[src/rtl/smg_pkg.sv]
package smg_pkg;
  localparam int LFSR_W = 16;

  typedef enum logic [1:0] {
    CFG_SPARSE = 2'd0,
    CFG_DENSE  = 2'd1,
    CFG_LO     = 2'd2,
    CFG_HI     = 2'd3
  } cfg_sel_e;

  function automatic logic [LFSR_W-1:0] lfsr_step(input logic [LFSR_W-1:0] s);
    return {s[0] ^ s[2] ^ s[3] ^ s[5], s[LFSR_W-1:1]};
  endfunction

  function automatic logic [LFSR_W-1:0] col_seed(input int c);
    return LFSR_W'((c + 1) * 32'h0000_9E37);
  endfunction
endpackage

[src/rtl/smg_cfg_regs.sv]
module smg_cfg_regs
  import smg_pkg::*;
#(
  parameter int NCOLS = 50,
  localparam int COL_W = $clog2(NCOLS)
) (
  input  logic              clk,
  input  logic              rst_n,
  input  logic              lock,
  input  logic              cfg_we,
  input  logic [1:0]        cfg_sel,
  input  logic [LFSR_W-1:0] cfg_wdata,
  output logic [LFSR_W-1:0] thr_sparse,
  output logic [LFSR_W-1:0] thr_dense,
  output logic [COL_W-1:0]  win_lo,
  output logic [COL_W-1:0]  win_hi
);
  logic              wr_ok;
  logic [LFSR_W-1:0] sparse_d, dense_d;
  logic [COL_W-1:0]  lo_d, hi_d;

  assign wr_ok = cfg_we && !lock;

  always_comb begin
    sparse_d = thr_sparse;
    dense_d  = thr_dense;
    lo_d     = win_lo;
    hi_d     = win_hi;
    if (wr_ok) begin
      unique case (cfg_sel_e'(cfg_sel))
        CFG_SPARSE: sparse_d = cfg_wdata;
        CFG_DENSE:  dense_d  = cfg_wdata;
        CFG_LO:     lo_d     = cfg_wdata[COL_W-1:0];
        CFG_HI:     hi_d     = cfg_wdata[COL_W-1:0];
        default:    sparse_d = thr_sparse;
      endcase
    end
  end

  always_ff @(posedge clk or negedge rst_n) begin
    if (!rst_n) begin
      thr_sparse <= '0;
      thr_dense  <= '0;
      win_lo     <= '0;
      win_hi     <= '0;
    end else if (wr_ok) begin
      thr_sparse <= sparse_d;
      thr_dense  <= dense_d;
      win_lo     <= lo_d;
      win_hi     <= hi_d;
    end
  end
endmodule

[src/rtl/smg_col_src.sv]
module smg_col_src
  import smg_pkg::*;
#(
  parameter int COL_IDX = 0
) (
  input  logic              clk,
  input  logic              rst_n,
  input  logic              adv,
  input  logic [LFSR_W-1:0] thr,
  output logic              bit_q
);
  localparam logic [LFSR_W-1:0] SEED = col_seed(COL_IDX);

  logic [LFSR_W-1:0] state_q, state_d;
  logic              bit_d;

  always_comb begin
    state_d = lfsr_step(state_q);
    bit_d   = (state_q < thr);
  end

  always_ff @(posedge clk or negedge rst_n) begin
    if (!rst_n) begin
      state_q <= SEED;
      bit_q   <= 1'b0;
    end else if (adv) begin
      state_q <= state_d;
      bit_q   <= bit_d;
    end
  end
endmodule

[src/rtl/smg_row_ctrl.sv]
module smg_row_ctrl #(
  parameter int NROWS = 25,
  localparam int ROW_W = $clog2(NROWS)
) (
  input  logic             clk,
  input  logic             rst_n,
  input  logic             start,
  output logic             adv,
  output logic             busy,
  output logic             wr_en,
  output logic [ROW_W-1:0] wr_addr,
  output logic             done
);
  localparam logic [ROW_W-1:0] LAST = ROW_W'(NROWS - 1);

  logic             run_q, run_d;
  logic [ROW_W-1:0] cnt_q, cnt_d;
  logic             wen_d, done_d;
  logic [ROW_W-1:0] addr_d;

  always_comb begin
    run_d  = run_q;
    cnt_d  = cnt_q;
    wen_d  = 1'b0;
    addr_d = wr_addr;
    done_d = wr_en && (wr_addr == LAST);
    if (run_q) begin
      wen_d  = 1'b1;
      addr_d = cnt_q;
      cnt_d  = cnt_q + 1'b1;
      if (cnt_q == LAST) run_d = 1'b0;
    end else if (start && !wr_en) begin
      run_d = 1'b1;
      cnt_d = '0;
    end
  end

  always_ff @(posedge clk or negedge rst_n) begin
    if (!rst_n) begin
      run_q   <= 1'b0;
      cnt_q   <= '0;
      wr_en   <= 1'b0;
      wr_addr <= '0;
      done    <= 1'b0;
    end else begin
      run_q   <= run_d;
      cnt_q   <= cnt_d;
      wr_en   <= wen_d;
      wr_addr <= addr_d;
      done    <= done_d;
    end
  end

  assign adv  = run_q;
  assign busy = run_q | wr_en;
endmodule

[src/rtl/sparse_matrix_gen.sv]
module sparse_matrix_gen
  import smg_pkg::*;
#(
  parameter int NROWS = 25,
  parameter int NCOLS = 50,
  localparam int ROW_W = $clog2(NROWS),
  localparam int COL_W = $clog2(NCOLS)
) (
  input  logic              clk,
  input  logic              rst_n,
  input  logic              cfg_we,
  input  logic [1:0]        cfg_sel,
  input  logic [LFSR_W-1:0] cfg_wdata,
  input  logic              start,
  output logic              busy,
  output logic              done,
  output logic              wr_en,
  output logic [ROW_W-1:0]  wr_addr,
  output logic [NCOLS-1:0]  wr_data
);
  logic [1:0]        rst_pipe;
  logic              rst_sync_n;
  logic              adv;
  logic [LFSR_W-1:0] thr_sparse, thr_dense;
  logic [COL_W-1:0]  win_lo, win_hi;

  always_ff @(posedge clk or negedge rst_n) begin
    if (!rst_n) rst_pipe <= 2'b00;
    else        rst_pipe <= {rst_pipe[0], 1'b1};
  end
  assign rst_sync_n = rst_pipe[1];

  smg_cfg_regs #(.NCOLS(NCOLS)) u_cfg (
    .clk        (clk),
    .rst_n      (rst_sync_n),
    .lock       (busy),
    .cfg_we     (cfg_we),
    .cfg_sel    (cfg_sel),
    .cfg_wdata  (cfg_wdata),
    .thr_sparse (thr_sparse),
    .thr_dense  (thr_dense),
    .win_lo     (win_lo),
    .win_hi     (win_hi)
  );

  smg_row_ctrl #(.NROWS(NROWS)) u_ctrl (
    .clk     (clk),
    .rst_n   (rst_sync_n),
    .start   (start),
    .adv     (adv),
    .busy    (busy),
    .wr_en   (wr_en),
    .wr_addr (wr_addr),
    .done    (done)
  );

  for (genvar c = 0; c < NCOLS; c++) begin : g_col
    localparam logic [COL_W-1:0] CIDX = COL_W'(c);
    logic              in_win;
    logic [LFSR_W-1:0] thr_c;
    assign in_win = (CIDX >= win_lo) && (CIDX <= win_hi);
    assign thr_c  = in_win ? thr_dense : thr_sparse;

    smg_col_src #(.COL_IDX(c)) u_src (
      .clk   (clk),
      .rst_n (rst_sync_n),
      .adv   (adv),
      .thr   (thr_c),
      .bit_q (wr_data[c])
    );
  end
endmodule

[config.mk]
export PLATFORM = sky130hd
export DESIGN_NAME = sparse_matrix_gen
export DESIGN_NICKNAME = d
export VERILOG_FILES = /design/src/rtl/smg_pkg.sv /design/src/rtl/smg_cfg_regs.sv /design/src/rtl/smg_col_src.sv /design/src/rtl/smg_row_ctrl.sv /design/src/rtl/sparse_matrix_gen.sv
export SDC_FILE = /design/constraint.sdc
export NUM_CORES = 2
export LEC_CHECK = 0
export BUFFER_PORTS_ARGS = -buffer_cell sky130_fd_sc_hd__buf_2
export CORE_ASPECT_RATIO = 0.6
export CORE_MARGIN = 5
export CORE_UTILIZATION = 70
export CTS_BUF_LIST = sky130_fd_sc_hd__clkbuf_2 sky130_fd_sc_hd__clkbuf_4 sky130_fd_sc_hd__clkbuf_8
export CTS_CLUSTER_DIAMETER = 80
export DETAILED_ROUTE_END_ITERATION = 8
export GPL_ROUTABILITY_DRIVEN = 0
export HOLD_SLACK_MARGIN = 0.12
export MAX_ROUTING_LAYER = met4
export PLACE_DENSITY = 0.87
export SYNTH_ARGS = -nofsm -noshare
export SYNTH_HDL_FRONTEND = slang
export SYNTH_HIERARCHICAL = 1
export SYNTH_SLANG_ARGS = --single-unit
[constraint.sdc]
create_clock -name clk -period 40.7 [get_ports clk]
set_input_delay 6.105 -clock clk [delete_from_list [all_inputs] [get_ports clk]]
set_output_delay 6.105 -clock clk [all_outputs]
set_load 0.01 [all_outputs]
; ---- Yosys cells after proc, flatten, opt, wreduce, memory -nomap -nowiden
; Index checks and enable logic that the tools add are counted.
[op_classes]
add_sub_neg = 1
order_cmp = 150
n_eq_ne = 5
mux = 56
n_bitwise = 151
n_reduce_logical = 61
[ops]
columns = cell, n
row1 = $lt A16 B16 Y1, 50
row2 = $mux W16, 50
row3 = $xor A1 B1 Y1, 150
row4 = $ge A6 B6 Y1 const A, 18
row5 = $le A6 B6 Y1 const A, 18
row6 = $ge A5 B6 Y1 const A, 16
row7 = $le A5 B6 Y1 const A, 16
row8 = $logic_and A1 B1 Y1, 53
row9 = $ge A4 B6 Y1 const A, 8
row10 = $le A4 B6 Y1 const A, 8
row11 = $ge A3 B6 Y1 const A, 4
row12 = $le A3 B6 Y1 const A, 4
row13 = $ge A1 B6 Y1 const A, 2
row14 = $ge A2 B6 Y1 const A, 2
row15 = $le A1 B6 Y1 const A, 2
row16 = $le A2 B6 Y1 const A, 2
row17 = $eq A5 B5 Y1 const B, 2
row18 = $mux W5, 2
row19 = $reduce_and A2 Y1, 4
row20 = $add A5 B1 Y5 const B, 1
row21 = $eq A2 B2 Y1 const B, 2
row22 = $mux W1, 4
row23 = $eq A2 B1 Y1 const B, 1
row24 = $logic_not A1 Y1, 2
row25 = other kinds (3), 3
[word_totals]
regBits = 909
in_bits = 22
word_cells = 534

; ---- Logic depth before layout (Yosys ltp)
[logic_depth]
depth_word = 4
mapped_depth = 13
mapped_depth_nobuf = 10

; ---- Cells and area by module
; The synthesis kept the hierarchy.
[modules_own_cells]
columns = module, n_inst, cells_per_inst, area_each_um2, seq_area_each_um2
row1 = smg_col_src at g_col[11].u_src ..., 11, 94, 1042.2, 434.2
row2 = sparse_matrix_gen, 1, 1191, 11151.9, 50.0
row3 = smg_col_src at g_col[10].u_src ..., 10, 94, 1044.8, 436.7
row4 = smg_col_src at g_col[12].u_src ..., 10, 94, 1041.0, 432.9
row5 = smg_col_src at g_col[17].u_src ..., 6, 94, 1047.3, 439.2
row6 = smg_col_src at g_col[15].u_src ..., 6, 94, 1043.5, 435.4
row7 = smg_col_src at g_col[0].u_src ..., 3, 94, 1046.0, 437.9
row8 = smg_col_src at g_col[36].u_src ..., 2, 94, 1048.5, 440.4
row9 = smg_col_src at g_col[27].u_src ..., 2, 94, 1039.7, 431.7
row10 = smg_cfg_regs, 1, 96, 1700.4, 1101.1
row11 = smg_row_ctrl, 1, 41, 556.8, 325.3

; ---- Worst setup path after synthesis
; OpenSTA, ideal clock, no wires.
[synth_timing]
path_type = flip-flop to output port
from = reg u_ctrl.run_q (netlist: u_ctrl/adv)
to = out busy
t_arrival_ns = 1.430
slack_ns = 33.165
path_stages_with_launch = 3
path_cell_list = dfrtp_1 -> buf_2 -> or2_2
[synth_via]
elab_chain_cells = 1
[synth_lines]
columns = element, line
row1 = "start, declared", smg_row_ctrl.sv:16  ; logic run_q, run_d;
row2 = "start signal, assigned", smg_row_ctrl.sv:46  ; run_q <= run_d;
row3 = $or A1 B1 Y1, smg_row_ctrl.sv:55  ; assign busy = run_q | wr_en;
row4 = "end, declared", sparse_matrix_gen.sv:15  ; output logic busy,
; Every way passes these cells.

; ---- Worst setup path in the final report
; Ends and elaborated chain as after synthesis.

==> flow_summary_export.csv <==
group,metric,value,unit
pwr,ir_worst_vdd,52.4,uV
clocking,cts_buffer_depth,3,
sta,final.setup.tns,0,ps
grt,grt-ovfl-total,0,
setup_path,start_kind,"register",
clocking,clk_latency,890,ps
min_path,hp-start,"rst_pipe[0]",
placed_design,placed_cell_area,66600,sq um
clocking,clk_pin_slew,60,ps
grt,grt.total_usage,36.5,%
routing,drtIter0Drc,4379,
routing,ant_nets,0,
pwr,power_density,92.5,nW/um^2
sta,skew,40.2,ps
sta,setup_viol,0,
sta,tightest_slew,1250,ps
setup_path,reg2reg_to,"g_col[36].u_src/bit_q",
synthesis,synth-xor-area-share,2.03,%
synthesis,syn_nets,6802,
final_layout,fillers,5878,
synthesis,synth_seq_cells,909,
grt,grt_max_degree,191,
routing,vias,48033,
min_path,hold_path_end,"rst_pipe[1]",
setup_path,r2r_cells,6,
synthesis,synth_top_family_by_area,"multiplexers",
setup_path,crit_chain,"or2_2 > buf_2",
grt,grt_pass1_wl,278000,um
final_layout,area_growth,6.44,%
setup_path,worstSetupPathType,"reg2out",
setup_path,cp.required,34590,ps
setup_path,worstPathMaxFanout,59,
routing,routed_wl,179000,um
synthesis,synth-simple-area-share,4.69,%
min_path,hp-class,"reg2reg",
setup_path,crit_buf_inv,1,
routing,wl_per_cell,24.3,um
sta,fmax,0.120,GHz
floorplanning,start_util,70.2,%
synthesis,syn-cell-area,65600,sq um
setup_path,worst_path_max_delay_cell,"dfrtp_4",
setup_path,cpLargestDelayFamily,"flip-flops",
setup_path,cp-end-kind,"output pin",
setup_path,regToRegStartpoint,"u_ctrl/adv",
clocking,cts-root-buf,"clkbuf_8",
synthesis,syn-instance-count,6028,
synthesis,avgSynthCellArea,10.9,sq um
min_path,whs_path_depth,0,
floorplanning,die_x,405,um
routing,drc,0,
synthesis,synth.distinct_cells,69,
floorplanning,core_area,93400,sq um
setup_path,critPathMaxStageDelay,760,ps
clocking,numCtsBuffers,143,
routing,wl_met2,79200,um
synthesis,synth_mux_area_share,27.5,%
synthesis,synth_edf_count,0,
routing,drtPass1Iterations,6,
floorplanning,fp.dieArea,100000,sq um
floorplanning,io_pins,80,
sta,whs,359,ps
floorplanning,fp.dieH,247,um
routing,dr_wl_met3,16400,um
synthesis,synth_seq_area_share,35.5,%
clocking,post-cts-setup-buffers,0,
floorplanning,rows,87,
setup_path,worst-r2r-setup-slack,35660,ps
clocking,cts.htree.levels,4,
grt,first_global_vias,49380,
clocking,cts_resized,0,
placed_design,port_buffers,79,
synthesis,synth-compound-area-share,8.15,%
sta,slew_viol_final,0,
synthesis,synth-async-reset-ratio,100,%
sta,timing.final.crit_share,20.5,%
routing,via_per_inst,6.52,
final_layout,drive_gt1_share,42.6,%
final_layout,stdcell_area,69800,sq um
grt,antenna_found_initial,4,
synthesis,synth_adder_area_share,14.3,%
placed_design,hpwl,103000,um
sta,max_slew_margin,16.4,%
clocking,hold_buffers,0,
pwr,leakagePower,30.1,nW
run,cap_violations,0,
routing,maxUsedRoutingLayer,"met4",
sta,period_needed,8360,ps
clocking,cts_tree,"built",
status,status,"finished, final reports clean",
clocking,clock-sinks,909,
synthesis,synth-main-ff-cell,"dfrtp_1",
final_layout,fin_nets,6767,
sta,hold_viol,0,
setup_path,worst-endpoint-arrival,2260,ps
synthesis,yosys_warnings,6,
routing,wl_met1,71300,um
sta,rsz0062_at_grt,"false",
## final cells by class
class | instances | area (sq um) | area share (%)
Tap cell | 1246 | 1560 | 2.23
Antenna cell | 5 | 12.5 | 0.0179
Clock buffer | 229 | 2890 | 4.14
Timing Repair Buffer | 165 | 1050 | 1.51
Multi-Input combinational cell | 3866 | 37200 | 53.3
Sequential cell | 909 | 23300 | 33.4
Inverter | 908 | 3410 | 4.88
Clock inverter | 38 | 355 | 0.509
## cell usage in the layout (no fill, tap or decap), types with 6 or more instances in the layout
cell type,instances
dfrtp_1,470
a31o_2,50
o21ai_0,112
nor3_1,54
clkbuf_4,42
nand3_1,56
mux2_4,12
inv_1,908
ha_1,752
clkinv_2,21
nand4_1,201
mux2_2,1588
o211ai_1,55
dfstp_2,405
buf_4,85
a21oi_1,367
xnor2_1,151
and3_1,6
clkbuf_8,187
or3_1,54
buf_2,79
a221oi_2,54
clkinvlp_4,6
nor2_1,62
o21a_1,55
o32ai_1,50
dfrtp_2,29
nand2_1,120
## synthesized netlist by cell type, drive strengths merged, types with 3 or more instances
| cell type | count | area share [%] |
|---|---|---|
| o221ai | 3 | 0.059 |
| o21ai | 115 | 0.88 |
| dfrtp | 504 | 19 |
| a21o | 4 | 0.046 |
| o32ai | 50 | 0.67 |
| or2 | 5 | 0.048 |
| a22o | 3 | 0.042 |
| mux2 | 1600 | 28 |
| dfstp | 405 | 16 |
| a221oi | 55 | 1.2 |
| or3 | 54 | 0.52 |
| o21a | 55 | 0.63 |
| a21oi | 369 | 2.8 |
| nor3 | 57 | 0.46 |
| xnor2 | 151 | 2.0 |
| a211oi | 5 | 0.095 |
| o211ai | 57 | 0.67 |
| ha | 752 | 14 |
| nand4 | 201 | 1.9 |
| nand2 | 120 | 0.69 |
| nor2 | 64 | 0.37 |
| inv | 908 | 5.2 |
| buf | 178 | 1.6 |
| clkbuf | 167 | 0.96 |
| a31o | 51 | 0.68 |
| and3 | 6 | 0.057 |
| nand3 | 57 | 0.44 |
## per-stage QoR
stage | instances | util (%) | power, mW | setup WS [ps]
after CTS | 7361 | 74.7 | 6.40 | 32280
after detailed placement | 7094 | 71.3 | 5.44 | 32850
after global placement | 7094 | 71.3 | 5.19 | 32840
final | 7366 | 74.8 | 6.46 | 32340
after floorplan | 6028 | - | 4.51 | 14190
after global routing | 7364 | 74.7 | 6.90 | 32260
## per-layer routing
layer	vias up	GRT usage (%)
li1	21278	-
met1	23504	45.5
met2	2379	55.4
met5	-	-
met4	0	21.7
met3	872	7.42
## worst register-to-register path, stage by stage, from the launching register on
cell,delay [ps]
dfrtp_4,910
buf_4,680
buf_4,740
buf_12,750
buf_4,1030
o211ai_1,300
o32ai_1,480
## report_power, final
group          internal, mW  switching, mW  total (mW)
Clock                 0.485          0.400       0.886
Sequential             1.53          0.554        2.09
Combinational          1.69           1.79        3.48
Total                  3.71           2.75        6.46
## worst max-delay path by stage
stage,start,endpoint,slack [ps],depth (start not counted)
after detailed placement,cfg_sel[1],u_cfg/thr_dense[7],32850,3
after global routing,u_ctrl/adv,busy,32260,2
after floorplan,rst_pipe[1],g_col[0].u_src/bit_q,14190,0
after global placement,cfg_sel[1],u_cfg/thr_dense[7],32840,3
final,u_ctrl/adv,busy,32340,2
after CTS,u_ctrl/adv,busy,32280,2
## registers in the layout, indices dropped and copies added, names as in the netlist, 2 cells and up
| signal | count |
|---|---|
| g_col.u_src/bit_q | 50 |
| g_col.u_src/state_q | 800 |
| rst_pipe | 2 |
| u_cfg/thr_dense | 16 |
| u_cfg/win_lo | 6 |
| u_cfg/win_hi | 6 |
| u_ctrl/cnt_q | 5 |
| u_cfg/thr_sparse | 16 |
| u_ctrl/wr_addr | 5 |
## cell families after synthesis
kind of cell             Yosys count
multiplexers                    1600
buffers and inverters           1253
flip-flops                       909
AO/OA/AOI/OAI                    784
adder cells (fa/ha/maj)          752
AND/OR/NAND/NOR                  577
XOR/XNOR                         152
other                              1
Note: power is estimated with default switching activity, not from simulation.
